## src/rtl/iows_pkg.sv

```systemverilog
package iows_pkg;
  localparam int ADDR_W  = 11;
  localparam int REG_N   = 4;
  localparam int RSEL_W  = $clog2(REG_N);
  localparam int WS_W    = 3;
  localparam int CNT_W   = WS_W + 1;
  localparam int CFG_W   = REG_N * WS_W;
  localparam int MASK_W  = 4;
  localparam int MASK_LSB = 8;

  typedef enum logic [1:0] {
    CFG_WAITS = 2'd0,
    CFG_MODE  = 2'd1,
    CFG_MASK  = 2'd2
  } cfg_sel_e;

  // mask bit order: program, data, byte, io
  localparam logic [MASK_W-1:0] MASK_RST = 4'b1011;
  localparam logic [WS_W-1:0]   WS_RST   = '1;
endpackage

```

## src/rtl/iows_cfg_regs.sv

```systemverilog
module iows_cfg_regs
  import iows_pkg::*;
(
  input  logic                    clk_i,
  input  logic                    rst_ni,
  input  logic                    we_i,
  input  logic [1:0]              sel_i,
  input  logic [CFG_W-1:0]        wdata_i,
  output logic [REG_N*WS_W-1:0]   waits_o,
  output logic                    mode_o,
  output logic [MASK_W-1:0]       mask_o
);
  always_ff @(posedge clk_i or negedge rst_ni) begin
    if (!rst_ni) begin
      waits_o <= {REG_N{WS_RST}};
      mode_o  <= 1'b0;
      mask_o  <= MASK_RST;
    end else if (we_i) begin
      unique case (sel_i)
        CFG_WAITS: waits_o <= wdata_i;
        CFG_MODE:  mode_o  <= wdata_i[0];
        CFG_MASK:  mask_o  <= wdata_i[MASK_LSB +: MASK_W];
        default: ;
      endcase
    end
  end
endmodule

```

## src/rtl/iows_region_wait.sv

```systemverilog
module iows_region_wait
  import iows_pkg::*;
(
  input  logic                  clk_i,
  input  logic                  rst_ni,
  input  logic [ADDR_W-1:0]     addr_i,
  input  logic [REG_N*WS_W-1:0] waits_i,
  input  logic                  mode_i,
  output logic [CNT_W-1:0]      cnt_o
);
  localparam int IDX_W = $clog2(REG_N);

  logic [WS_W-1:0]  field [REG_N];
  logic [IDX_W-1:0] idx;
  logic [WS_W-1:0]  sel_ws;

  for (genvar g = 0; g < REG_N; g++) begin : g_field
    assign field[g] = waits_i[g*WS_W +: WS_W];
  end

  assign idx    = addr_i[ADDR_W-1 -: IDX_W];
  assign sel_ws = field[idx];
  assign cnt_o  = mode_i ? {sel_ws, 1'b1} : {1'b0, sel_ws};

  p_alt_odd_r4: assert property (@(posedge clk_i) disable iff (!rst_ni)
    mode_i |-> cnt_o[0]);
  p_direct_range_r3: assert property (@(posedge clk_i) disable iff (!rst_ni)
    !mode_i |-> !cnt_o[CNT_W-1]);
endmodule

```

## src/rtl/iows_wait_timer.sv

```systemverilog
module iows_wait_timer
  import iows_pkg::*;
(
  input  logic             clk_i,
  input  logic             rst_ni,
  input  logic             start_i,
  input  logic [CNT_W-1:0] cnt_i,
  output logic             ready_o,
  output logic             ack_o
);
  logic             active_q;
  logic [CNT_W-1:0] cnt_q;

  always_ff @(posedge clk_i or negedge rst_ni) begin
    if (!rst_ni) begin
      active_q <= 1'b0;
      cnt_q    <= '0;
    end else if (!active_q) begin
      if (start_i) begin
        active_q <= 1'b1;
        cnt_q    <= cnt_i;
      end
    end else if (cnt_q == '0) begin
      active_q <= 1'b0;
    end else begin
      cnt_q <= cnt_q - 1'b1;
    end
  end

  assign ready_o = !(active_q && cnt_q != '0);
  assign ack_o   = active_q && cnt_q == '0;

  p_ack_ready_r5: assert property (@(posedge clk_i) disable iff (!rst_ni)
    ack_o |-> ready_o);
  p_ack_single_r5: assert property (@(posedge clk_i) disable iff (!rst_ni)
    ack_o |=> !ack_o);
  p_wait_holds_r7: assert property (@(posedge clk_i) disable iff (!rst_ni)
    !ready_o |=> (ready_o ? ack_o : !ack_o));
endmodule

```

## src/rtl/iows_ctrl.sv

```systemverilog
module iows_ctrl
  import iows_pkg::*;
(
  input  logic              clk_i,
  input  logic              rst_ni,
  input  logic              cfg_we_i,
  input  logic [1:0]        cfg_sel_i,
  input  logic [CFG_W-1:0]  cfg_wdata_i,
  input  logic              io_start_i,
  input  logic [ADDR_W-1:0] io_addr_i,
  input  logic              pm_sel_i,
  input  logic              dm_sel_i,
  input  logic              bm_sel_i,
  input  logic              io_sel_i,
  output logic              ready_o,
  output logic              ack_o,
  output logic              cs_o
);
  logic [REG_N*WS_W-1:0] waits;
  logic                  mode;
  logic [MASK_W-1:0]     mask;
  logic [CNT_W-1:0]      cnt;
  logic [MASK_W-1:0]     strobes;

  iows_cfg_regs u_cfg (
    .clk_i, .rst_ni,
    .we_i(cfg_we_i), .sel_i(cfg_sel_i), .wdata_i(cfg_wdata_i),
    .waits_o(waits), .mode_o(mode), .mask_o(mask)
  );

  iows_region_wait u_dec (
    .clk_i, .rst_ni,
    .addr_i(io_addr_i), .waits_i(waits), .mode_i(mode), .cnt_o(cnt)
  );

  iows_wait_timer u_tmr (
    .clk_i, .rst_ni,
    .start_i(io_start_i), .cnt_i(cnt), .ready_o, .ack_o
  );

  assign strobes = {io_sel_i, bm_sel_i, dm_sel_i, pm_sel_i};
  assign cs_o    = |(strobes & mask);

  p_cs_idle_r8: assert property (@(posedge clk_i) disable iff (!rst_ni)
    (strobes == '0) |-> !cs_o);
  p_cs_src_r8: assert property (@(posedge clk_i) disable iff (!rst_ni)
    cs_o |-> (strobes != '0));
endmodule

```

## config.mk

```make
export PLATFORM = sky130hd
export DESIGN_NAME = iows_ctrl
export DESIGN_NICKNAME = d
export VERILOG_FILES = /design/src/rtl/iows_pkg.sv /design/src/rtl/iows_cfg_regs.sv /design/src/rtl/iows_region_wait.sv /design/src/rtl/iows_wait_timer.sv /design/src/rtl/iows_ctrl.sv
export SDC_FILE = /design/constraint.sdc
export NUM_CORES = 1
export LEC_CHECK = 0
export BUFFER_PORTS_ARGS = -buffer_cell sky130_fd_sc_hd__buf_4
export CAP_MARGIN = 0
export CORE_MARGIN = 1.5
export CORE_UTILIZATION = 35
export CTS_BUF_LIST = sky130_fd_sc_hd__clkbuf_16
export CTS_CLUSTER_DIAMETER = 120
export DETAILED_ROUTE_END_ITERATION = 16
export PLACE_DENSITY = 0.65
export SYNTH_ARGS = -nofsm -noshare
export SYNTH_HDL_FRONTEND = slang
export SYNTH_HIERARCHICAL = 1
export SYNTH_SLANG_ARGS = --single-unit
export TNS_END_PERCENT = 10
```

## constraint.sdc

```tcl
create_clock -name clk_i -period 3.59 [get_ports clk_i]
set_input_delay 0.359 -clock clk_i [delete_from_list [all_inputs] [get_ports clk_i]]
set_output_delay 0.359 -clock clk_i [all_outputs]
set_load 0.01 [all_outputs]
```

* After elaboration in Yosys (flattened, before gate mapping)
Cells that the tools add are included.
** Cells by class
- Multiplexer cells :: 10
- $lt $le $gt $ge :: 1
- Equality and inequality tests :: 3
- Bitwise logic cells :: 2
- Div/mod/pow operators :: 0
- Multipliers :: 0
- Reduce and logical (&&, ||, !) cells :: 12
- Shift operators :: 0
- Add/subtract/negate cells :: 1
** Operators by type and width (count)
- $mux 4 :: 4
- $reduce_and 2->1 :: 4
- $bmux 3 s2 :: 1
- $mux 3 :: 2
- $and 4x4->4 :: 1
- $logic_not 4->1 :: 1
- $reduce_bool 4->1 :: 1
- $reduce_or 4->1 :: 1
- $sub 4x1->4 const B :: 1
- $ge 3x3->1 const B :: 1
- $mux 1 :: 3
- $not 2->3 :: 1
- $eq 2x1->1 const B :: 1
- $eq 2x2->1 const B :: 1
- $logic_and 1x1->1 :: 2
- $logic_not 2->1 :: 1
- $ne 2x2->1 const B :: 1
- $reduce_bool 2->1 :: 1
- $logic_not 1->1 :: 1
** Word-level totals
- Output and inout port bits :: 3
- Bits in writable memories :: 0
- ROM bits :: 0
- Latch bits :: 0
- Memories :: 0
- Word-level logic and storage cells :: 34
- Bits in registers :: 22

* Longest topological paths before layout
Gate-level depths: netlist (run 1).
- Word-level depth :: 7
- Depth in mapped cells :: 5

* Cells and area by module
Netlist (run 1), hierarchy kept.
** Modules (own cells, without submodules)
- iows_cfg_regs :: area an instance 680.7 sq um, times used 1, cells each 38, seq. area each 444.2 sq um
- iows_wait_timer :: area an instance 329.1 sq um, times used 1, cells each 30, seq. area each 125.1 sq um
- iows_region_wait :: area an instance 203.9 sq um, times used 1, cells each 11, seq. area each 0.0 sq um
- iows_ctrl :: area an instance 18.8 sq um, times used 1, cells each 3, seq. area each 0.0 sq um

* Worst setup path before layout (run 1)
Ideal clock, no wire load.
- Path kind :: input to register
- From :: input port io_addr_i[10]
- To :: register u_tmr.cnt_q[1]
- Required time :: 3.464 ns
- Slack :: 2.040 ns
- Data arrival time :: 1.424 ns
- Buffers on the path :: 1
- Stages on the path :: 5
- Cells stage by stage :: buf_6 mux4_1 mux2_2 mux2i_1 mux2i_1
** Between the ends
- Word-level cells in the longest chain between the ends :: 7
** Ends and longest elaborated chain
- from (decl) :: line iows_ctrl.sv:10 : input logic [ADDR_W-1:0] io_addr_i,
- $not 2->3 (implied by the code) :: line iows_region_wait.sv:22 : assign sel_ws = field[idx];
- $bmux 3 s2 :: line iows_region_wait.sv:22
- $mux 3 (implied by the code) (2 in a row) :: line iows_region_wait.sv:22
- $mux 4 :: line iows_region_wait.sv:23 : assign cnt_o = mode_i ? {sel_ws, 1'b1} : {1'b0, sel_ws};
- named net cnt[1] :: line iows_ctrl.sv:22 : logic [CNT_W-1:0] cnt;
- $mux 4 :: line iows_wait_timer.sv:19 : if (start_i) begin
- $mux 4 :: line iows_wait_timer.sv:18 : end else if (!active_q) begin
- to (signal assigned) :: line iows_wait_timer.sv:21 : cnt_q <= cnt_i;
- to (signal assigned) :: line iows_wait_timer.sv:26 : cnt_q <= cnt_q - 1'b1;
- to (decl) :: line iows_wait_timer.sv:12 : logic [CNT_W-1:0] cnt_q;
The timed path passes the listed nets, and every way through them passes these cells. The select of a mux whose other input is x is not followed.
A chain may end at the register's enable or synchronous reset.

* Final worst setup path (run 1)
- From :: register u_tmr.cnt_q[0]
- To :: output port ack_o
** Between the ends
- Word-level cells in the longest chain between the ends :: 2
** Ends and longest elaborated chain
- $logic_not 4->1 :: line iows_wait_timer.sv:31 : assign ack_o = active_q && cnt_q == '0;
- $logic_and 1x1->1 :: line iows_wait_timer.sv:31
- to (decl) :: line iows_ctrl.sv:16 : output logic ack_o,
Every way passes these cells.

==> results of run 1 <==
cells in the final DEF, fill, tap and decap left out:
cell	count
nand3b_1	2
mux2_2	19
dfrtp_1	7
nor3_2	1
clkbuf_16	3
dfstp_2	15
nor2_2	1
nor3b_4	1
and2_1	1
inv_1	3
nand2b_1	1
nand4b_1	1
mux2i_1	4
ha_1	2
clkinv_1	1
a22oi_1	2
o21ai_0	2
nor2b_1	2
buf_4	26
mux4_1	6
o211ai_1	1
and4bb_4	1
nor2_4	1
dlygate4sd3_1	1
xnor2_1	1
or2_2	1
a211oi_1	2
nand2_1	2
state kept, by name (all words and copies together) (netlist names):
| signal | cells |
|---|---|
| u_cfg/waits_o | 12 |
| u_cfg/mask_o | 4 |
| u_tmr/cnt_q | 4 |
| u_cfg/mode_o | 1 |
| u_tmr/active_q | 1 |
worst max path at each step:
stage	to	slack, ps
floorplan	u_tmr/cnt_q[1]	2040
global placement	u_tmr/cnt_q[1]	1950
detailed placement	u_tmr/cnt_q[3]	1920
CTS	ready_o	1860
global route	ready_o	1800
finish	ack_o	1880
repair_timing:
item	4_1_cts	5_1_grt
buffers inserted	0	0
hold buffers	1	0
endpoints found under the hold margin	7	0
gates resized for setup	0	0
routing by layer:
layer	vias to the layer above	global-route usage, %	wire length (um)
met5	-	0	0
met4	0	2.500	7
met3	3	4.167	131
met2	19	23.23	1131
met1	381	13.93	902
li1	365	-	-
through the flow:
stage	total power (uW)	instances	utilization (%)	cell area, um2
2_1_floorplan	624.2	82	-	1232
6_report	938.0	156	45.80	1540
3_5_place_dp	714.8	151	43.15	1451
4_1_cts	954.3	156	45.80	1540
3_3_place_gp	694.4	151	43.15	1451
5_1_grt	1003	156	45.80	1540
area by class of cell:
| cell class | instances | area share [%] |
|---|---|---|
| clock buffers | 3 | 4.874 |
| inverters | 3 | 0.7311 |
| repair buffers | 27 | 13.32 |
| flip-flops and latches | 22 | 36.96 |
| clock inverters | 1 | 0.2437 |
| multi-input cells | 54 | 40.13 |
| well taps | 46 | 3.737 |
kinds of logic (layout without fill, tap and decap cells):
kind of cell | after synthesis | count (layout) | share of synthesized area, %
compound gates | 7 | 7 | 3.857
xor+xnor | 1 | 1 | 0.7108
fa+ha+maj | 2 | 2 | 2.030
buf+inv | 6 | 34 | 3.655
flops | 22 | 22 | 46.19
mux | 29 | 29 | 33.40
simple gates | 15 | 15 | 10.15
power breakdown:
group	internal (uW)	switching, uW
sequential	339	61.8
clock	148	82.9
combinational	185	121
total	672	266
==> impl_metrics.toml, run 1 <==
[worst_setup_path]
timing.rr.start = "u_cfg/waits_o[5]"
reg2reg_setup_slack_ps = 2110
crit_type = "reg2out"
crit_fanout = 4
crit_arrival_ps = 1350
startpoint_type = "register"
worst_setup_path_end_kind = "primary output"
r2r_cells = 4
worstPathRequired_ps = 3230
reg2reg_to = "u_tmr/cnt_q[3]"
crit_family = "flip-flops"
setup.worst_path.start = "u_tmr/cnt_q[0]"
max_stage_delay_ps = 380
worst_path_max_delay_cell = "dfrtp_1"
path_cells = "inv_1 > ha_1 > and4bb_4 > buf_4"
critical_path_depth = 4
critPathBufInv = 2

[clocking]
clockRootBuffer = "clkbuf_16"
clock_latency_ps = 250
tritoncts = "done"
cts_sinks = 22
h-tree-depth = 1
clockBufferDepth = 2
path_clk_slew_ps = 60
cts_made_buffers = 3

[sta]
finalHoldViolCount = 0
fin_setup_tns_ps = 0
finalSetupViolations = 0
worst_pin_slew_ps = 597.0
slew_headroom_pct = 60.16
drv_slew = 0
finalClockSkew_ps = 3.105
min_period_ps = 1710
rsz0062_at_grt = "no"
fin_ws_ps = 1880
fmax_mhz = 584.8
holdWs_ps = 338.2
post-route-period-util_pct = 47.63

[place]
dp_hpwl_um = 1700
numPortBuffers = 26
gp_congestion = 0.7256
post-place-ws_ps = 1921

[grt]
grt_overflow = 0
grt_pass1_vias = 845
grt_pass1_wl_um = 3850
antenna_found_initial = 0
grt_start_max_net_pins = 23
grt_usage_pct = 12.50

[synth]
synthMostInstantiatedCell = "mux2_2"
yosys-top-cells-area = "dfstp_2 (32%), mux2_2 (17%), dfrtp_1 (14%), mux4_1 (13%), mux2i_1 (3.2%)"
synth-seq-cells = 22
syn_area_mm2 = 0.001232
synthTopCellsByCount = "mux2_2 (19), dfstp_2 (15), dfrtp_1 (7), mux4_1 (6), mux2i_1 (4)"
ys_types = 25
synthFlopType = "dfstp_2"
ys_seq_area_share_pct = 46.19
synth.net_count = 117
yosysWarnings = 6
synth_top_area_cell = "dfstp_2"
synth_cells = 82
async_flop_share_pct = 100.0
syn_avg_cell_area_um2 = 15.03
synth-edff-count = 0
synth.top_cell.area_share_pct = 31.98

[detailed_routing]
routedWlPerCell_um = 13.93
drt_wl_total_um = 2173
routed_via_density = 4.923
vias = 768
detail-route-antenna-nets = 0
drtIter0Drc = 26
drt_first_pass_iters = 4
drc = 0

[final_layout]
multi_input_area_um2 = 618.1
antennaDiodeCount = 0
sequential_cell_area_um2 = 569.3
drive_gt1_share_pct = 62.73
areaGrowthSynthToFinish_pct = 24.97
fin_nets = 146
nFillCells = 318

[floorplan]
start_util_pct = 36.64
die_y_um = 62.34
die_w_um = 62.34
rows = 21
ios = 36
coreArea_mm2 = 0.003363
die-area_mm2 = 0.003886

[worst_hold_path]
worstHoldEndpoint = "u_cfg/waits_o[2]"
min_path_type = "in2reg"
whs_path_depth = 2
worstHoldStart = "cfg_wdata_i[2]"

[pwr]
peakVddDrop_mv = 0.3689
power_leakage_uw = 0.0006644
powerDensity_mw_per_mm2 = 609.0

[outcome]
run_status = "completed"

[run]
cap_violations = 0
Power figures use the tool's default switching activity.
==> inputs of run 2 (changes only) <==
--- a/config.mk
+++ b/config.mk
@@ -5,6 +5,7 @@
 export SDC_FILE = /design/constraint.sdc
 export NUM_CORES = 1
 export LEC_CHECK = 0
+export ABC_AREA = 1
 export BUFFER_PORTS_ARGS = -buffer_cell sky130_fd_sc_hd__buf_4
 export CAP_MARGIN = 0
 export CORE_MARGIN = 1.5
@@ -12,7 +13,7 @@
 export CTS_BUF_LIST = sky130_fd_sc_hd__clkbuf_16
 export CTS_CLUSTER_DIAMETER = 120
 export DETAILED_ROUTE_END_ITERATION = 16
-export PLACE_DENSITY = 0.65
+export PLACE_DENSITY = 0.67
 export SYNTH_ARGS = -nofsm -noshare
 export SYNTH_HDL_FRONTEND = slang
 export SYNTH_HIERARCHICAL = 1
==> constraint.sdc (replaced) <==
create_clock -name clk_i -period 1.5 [get_ports clk_i]
set_input_delay 0.15 -clock clk_i [delete_from_list [all_inputs] [get_ports clk_i]]
set_output_delay 0.15 -clock clk_i [all_outputs]
set_load 0.01 [all_outputs]
==> impl_metrics.toml, run 2 <==
[floorplan]
rows = 21
die-area_mm2 = 0.003924
ios = 36
coreArea_mm2 = 0.003363
die_w_um = 62.64
die_y_um = 62.64
start_util_pct = 37.02

[detailed_routing]
routedWlPerCell_um = 10.41
vias = 1084
drc = 0
drt_first_pass_iters = 4
drtIter0Drc = 59
drt_wl_total_um = 2466
routed_via_density = 4.574
detail-route-antenna-nets = 0

[place]
placed_cells_incl_taps = 232
gp_congestion = 0.8850
dp_hpwl_um = 1789
numPortBuffers = 26
dpl_cell_area_mm2 = 0.001449

[synth]
yosysWarnings = 6
async_flop_share_pct = 100.0
synth-seq-cells = 22
yosys-top-cells-area = "dfstp_2 (32%), nand2_1 (23%), dfrtp_1 (14%), nand3_1 (10%), inv_1 (3.3%)"
synth_cells = 165
synthMostInstantiatedCell = "nand2_1"
syn_area_mm2 = 0.001245
ys_types = 20
ys_seq_area_share_pct = 45.73
syn_avg_cell_area_um2 = 7.545
synth-edff-count = 0
synthFlopType = "dfstp_2"
synth.net_count = 200
synthTopCellsByCount = "nand2_1 (75), nand3_1 (26), dfstp_2 (15), inv_1 (11), dfrtp_1 (7)"
synth_top_area_cell = "dfstp_2"
synth.top_cell.area_share_pct = 31.66

[clocking]
path_clk_slew_ps = 60
tritoncts = "done"
cts_sinks = 22
post_cts_buffers = 0
clockBufferDepth = 2
cts_made_buffers = 3
h-tree-depth = 1
clockRootBuffer = "clkbuf_16"
clock_latency_ps = 250

[sta]
fmax_mhz = 724.8
finalHoldViolCount = 0
drv_slew = 0
post-route-period-util_pct = 91.98
min_period_ps = 1380
fin_setup_tns_ps = 0
worst_pin_slew_ps = 319.5
rsz0062_at_grt = "no"
finalClockSkew_ps = 5.842
finalSetupViolations = 0
slew_headroom_pct = 78.65

[pwr]
switching_share_pct = 33.26
p_sw_uw = 712.9
power_leakage_uw = 0.0008064
peakVddDrop_mv = 0.6566
combPwrFrac_pct = 31.7
powerDensity_mw_per_mm2 = 1394
clock_power_share_pct = 26.0
p_seq_share_pct = 42.3
internal_power_uw = 1430

[final_layout]
drive_gt1_share_pct = 28.80
mostFrequentLayoutCell = "nand2_1"
layoutNonFillerInstCount = 237
largest_reg_flops = 12
areaGrowthSynthToFinish_pct = 23.52
mostFrequentLayoutCells = "nand2_1 (75), buf_4 (26), nand3_1 (26), dfstp_2 (15), inv_1 (10)"
top_regs = "u_cfg/waits_o x12, u_cfg/mask_o x4, u_tmr/cnt_q x4"
antennaDiodeCount = 0
finalInstanceArea_mm2 = 0.001538
top_register = "u_cfg/waits_o"
fin_nets = 227

[grt]
grt_overflow = 0
grt_pass1_wl_um = 4560
antenna_found_initial = 0
grt_pass1_vias = 1080
grt_start_max_net_pins = 23
grt_usage_pct = 14.20

[worst_setup_path]
startpoint_type = "register"
crit_fanout = 5
worstPathRequired_ps = 1350
crit_arrival_ps = 1230
crit_type = "reg2out"
worst_setup_path_end_kind = "primary output"

[run]
cap_violations = 0

[outcome]
run_status = "completed"

[worst_hold_path]
min_path_type = "in2reg"
==> run 2: cell types whose count changed in the layout (fill, tap and decap cells not counted), sizes merged, moves of 6 or more <==
cell and delta:
nand3 +27, mux4 -6, nand2 +76, mux2 -19, inv +11
==> run 2: power by group through the flow <==
stage / combinational, uW / sequential [uW] / clock (uW)
4_1_cts: 689 / 902 / 576
3_3_place_gp: 666 / 904 / 0
5_1_grt: 826 / 925 / 599
6_report: 679 / 906 / 558
3_5_place_dp: 685 / 907 / 0
2_1_floorplan: 531 / 864 / 0
==> run 2: cell families after synthesis <==
group	synth area share [%]
compound gates	2.312
fa+ha+maj	2.010
buf+inv	8.343
flops	45.73
simple gates	41.61
==> run 2: stage by stage <==
step / power (uW) / utilization, % / setup WS [ps] / hold WS [ps]
after floorplan: 1394 / - / 371.2 / -145.6
after global placement: 1571 / 43.08 / 286.5 / 55.81
after detailed placement: 1592 / 43.08 / 262.0 / 55.52
after CTS: 2166 / 45.72 / 68.08 / 112.2
after global routing: 2349 / 45.72 / 45.93 / 134.0
final: 2143 / 45.72 / 120.3 / 112.9
==> run 2: worst paths after layout <==
check,startpoint,endpoint,slack [ps],cells past startpoint
max,u_tmr/cnt_q[0],ack_o,120,5
min,cfg_wdata_i[2],u_cfg/waits_o[2],110,3
max reg2reg,u_tmr/cnt_q[0],u_tmr/cnt_q[0],300,7
min reg2reg,u_cfg/waits_o[1],u_cfg/waits_o[1],460,2
max in group asynchronous,rst_ni,u_cfg/mask_o[3],890,2
min in group asynchronous,rst_ni,u_tmr/cnt_q[3],320,2
==> run 2: timing repair <==
action	CTS	global route
gates resized for setup	0	1
endpoints found under the hold margin	7	0
hold buffers	1	0
endpoints found under the setup margin	0	1
==> run 2: layout make-up <==
class                      count  area, um2
timing repair buffer          27      205.2
tap                           46      57.56
sequential                    22      569.3
fill                         372       1826
multi-input combinational    124      571.8
inverter                      14      55.05
clock inverter                 1      3.754
clock buffer                   3      75.07
==> run 2: routing by layer <==
layer / vias to the layer above / global-route usage (%) / part of all wire (%)
met5: - / 0 / 0
met4: 0 / 4.167 / 0.57
met3: 2 / 2.703 / 3.7
met2: 24 / 23.79 / 46
met1: 483 / 18.63 / 50
li1: 575 / - / -
==> run 2: worst max-delay path, stage by stage (launching register included) <==
cell     delay (ps)
dfrtp_1         390
inv_2           100
ha_1            190
nand3_2         110
inv_1            70
buf_4           110
==> inputs of run 3 (changes only) <==
--- a/config.mk
+++ b/config.mk
@@ -14,6 +14,7 @@
 export CTS_CLUSTER_DIAMETER = 120
 export DETAILED_ROUTE_END_ITERATION = 16
 export PLACE_DENSITY = 0.67
+export RECOVER_POWER = 25
 export SYNTH_ARGS = -nofsm -noshare
 export SYNTH_HDL_FRONTEND = slang
 export SYNTH_HIERARCHICAL = 1
==> constraint.sdc (replaced) <==
create_clock -name clk_i -period 1.5 [get_ports clk_i]
set_input_delay 0.15 -clock clk_i [delete_from_list [all_inputs] [get_ports clk_i]]
set_output_delay 0.15 -clock clk_i [all_outputs]
set_load 0.005 [all_outputs]
==> impl_metrics.toml, run 3 (synthesized netlist as in run 2, its figures left out) <==
[outcome]
run_status = "completed"

[pwr]
power_leakage_uw = 0.0008058
peakVddDrop_mv = 0.6557
powerDensity_mw_per_mm2 = 1387

[detailed_routing]
drt_wl_total_um = 2465
detail-route-antenna-nets = 0
routedWlPerCell_um = 10.40
drtIter0Drc = 59
drc = 0
drt_first_pass_iters = 4
vias = 1083
routed_via_density = 4.570

[worst_setup_path]
crit_arrival_ps = 1220
crit_fanout = 5
worst_path_max_delay_cell = "dfrtp_1"
timing.rr.start = "u_tmr/cnt_q[0]"
setup.worst_path.start = "u_tmr/cnt_q[0]"
worstPathRequired_ps = 1350
crit_type = "reg2out"
worst_setup_path_end_kind = "primary output"
startpoint_type = "register"
path_cells = "inv_2 > ha_1 > nand3_2 > inv_1 > buf_4"
max_stage_delay_ps = 390

[grt]
grt_usage_pct = 14.20
grt_pass1_vias = 1080
grt_start_max_net_pins = 23
antenna_found_initial = 0
grt_overflow = 0
grt_pass1_wl_um = 4560

[sta]
post-route-period-util_pct = 91.26
finalClockSkew_ps = 5.842
finalSetupViolations = 0
rsz0062_at_grt = "no"
drv_slew = 0
fin_setup_tns_ps = 0
finalHoldViolCount = 0
fmax_mhz = 730.5
worst_pin_slew_ps = 549.9
min_period_ps = 1369
slew_headroom_pct = 63.34

[place]
gp_congestion = 0.8850
dpl_cell_area_mm2 = 0.001449
numPortBuffers = 26
dp_hpwl_um = 1789

[final_layout]
drive_gt1_share_pct = 28.80
largest_reg_flops = 12
finalInstanceArea_mm2 = 0.001535
top_regs = "u_cfg/waits_o x12, u_cfg/mask_o x4, u_tmr/cnt_q x4"
fin_nets = 227
areaGrowthSynthToFinish_pct = 23.32
antennaDiodeCount = 0
top_register = "u_cfg/waits_o"
mostFrequentLayoutCells = "nand2_1 (75), nand3_1 (26), buf_4 (25), dfstp_2 (15), inv_1 (10)"
mostFrequentLayoutCell = "nand2_1"
nFillCells = 371

[clocking]
h-tree-depth = 1
cts_sinks = 22
path_clk_slew_ps = 60
clockRootBuffer = "clkbuf_16"
clock_latency_ps = 250
cts_made_buffers = 3
clockBufferDepth = 2
tritoncts = "done"

[run]
cap_violations = 0

[floorplan]
die-area_mm2 = 0.003924
start_util_pct = 37.02
coreArea_mm2 = 0.003363
die_y_um = 62.64
ios = 36
die_w_um = 62.64
rows = 21

[worst_hold_path]
min_path_type = "in2reg"
worstHoldStart = "cfg_wdata_i[2]"
==> run 3: cell count changes in the layout (fill, tap and decap cells not counted), sizes merged <==
cell	before	now
buf	26	25
clkbuf	3	4
==> run 3: timing repair <==
action	in CTS	in global routing
hold endpoints to repair	7	0
hold buffers	1	0
buffers inserted	0	0
gates resized for setup	0	1
endpoints found under the setup margin	0	1
==> run 3: power breakdown <==
part	switching [uW]	internal, uW
clock network	203	355
registers	123	783
logic	376	290
==> run 3: layout make-up <==
class	count	area (um2)	area share, %
Clock inverter	1	3.754	0.2445
Inverter	14	55.05	3.586
Tap cell	46	57.56	3.749
Clock buffer	3	75.07	4.890
Timing Repair Buffer	27	202.7	13.20
Multi-Input combinational cell	124	571.8	37.25
Sequential cell	22	569.3	37.08
==> run 3: stage by stage <==
step                total power (uW)  hold WS (ps)  util (%)  std cells  worst slack, ps
finish                          2130         112.9     45.65        237            131.2
global route                    2336         134.0     45.65        237            56.80
CTS                             2154         112.2     45.72        237            78.95
detailed placement              1580         55.52     43.08        232            262.0
global placement                1558         55.81     43.08        232            286.5
floorplan                       1383        -145.6         -        165            371.2
==> run 3: critical path: cells and delay by family (launching register included) <==
family	cells	cell delay, ps
simple gates	1	110
flops	1	390
fa+ha+maj	1	190
buf+inv	3	270
==> run 3: worst paths after layout <==
path / to / slack [ps] / cells past startpoint
max in group asynchronous: u_cfg/mask_o[3] / 710 / 2
min in group asynchronous: u_tmr/cnt_q[3] / 420 / 2
setup / recovery: ack_o / 130 / 5
setup reg to reg: u_tmr/cnt_q[0] / 300 / 7
hold reg to reg: u_cfg/waits_o[1] / 460 / 2
hold / removal: u_cfg/waits_o[2] / 110 / 3
==> run 3: routing by layer <==
| layer | global-route usage (%) | share of wire [%] | vias to the layer above |
|---|---|---|---|
| li1 | - | - | 575 |
| met1 | 18.63 | 50 | 482 |
| met2 | 23.79 | 46 | 24 |
| met3 | 2.703 | 3.7 | 2 |
| met4 | 4.167 | 0.57 | 0 |
| met5 | 0 | 0 | - |
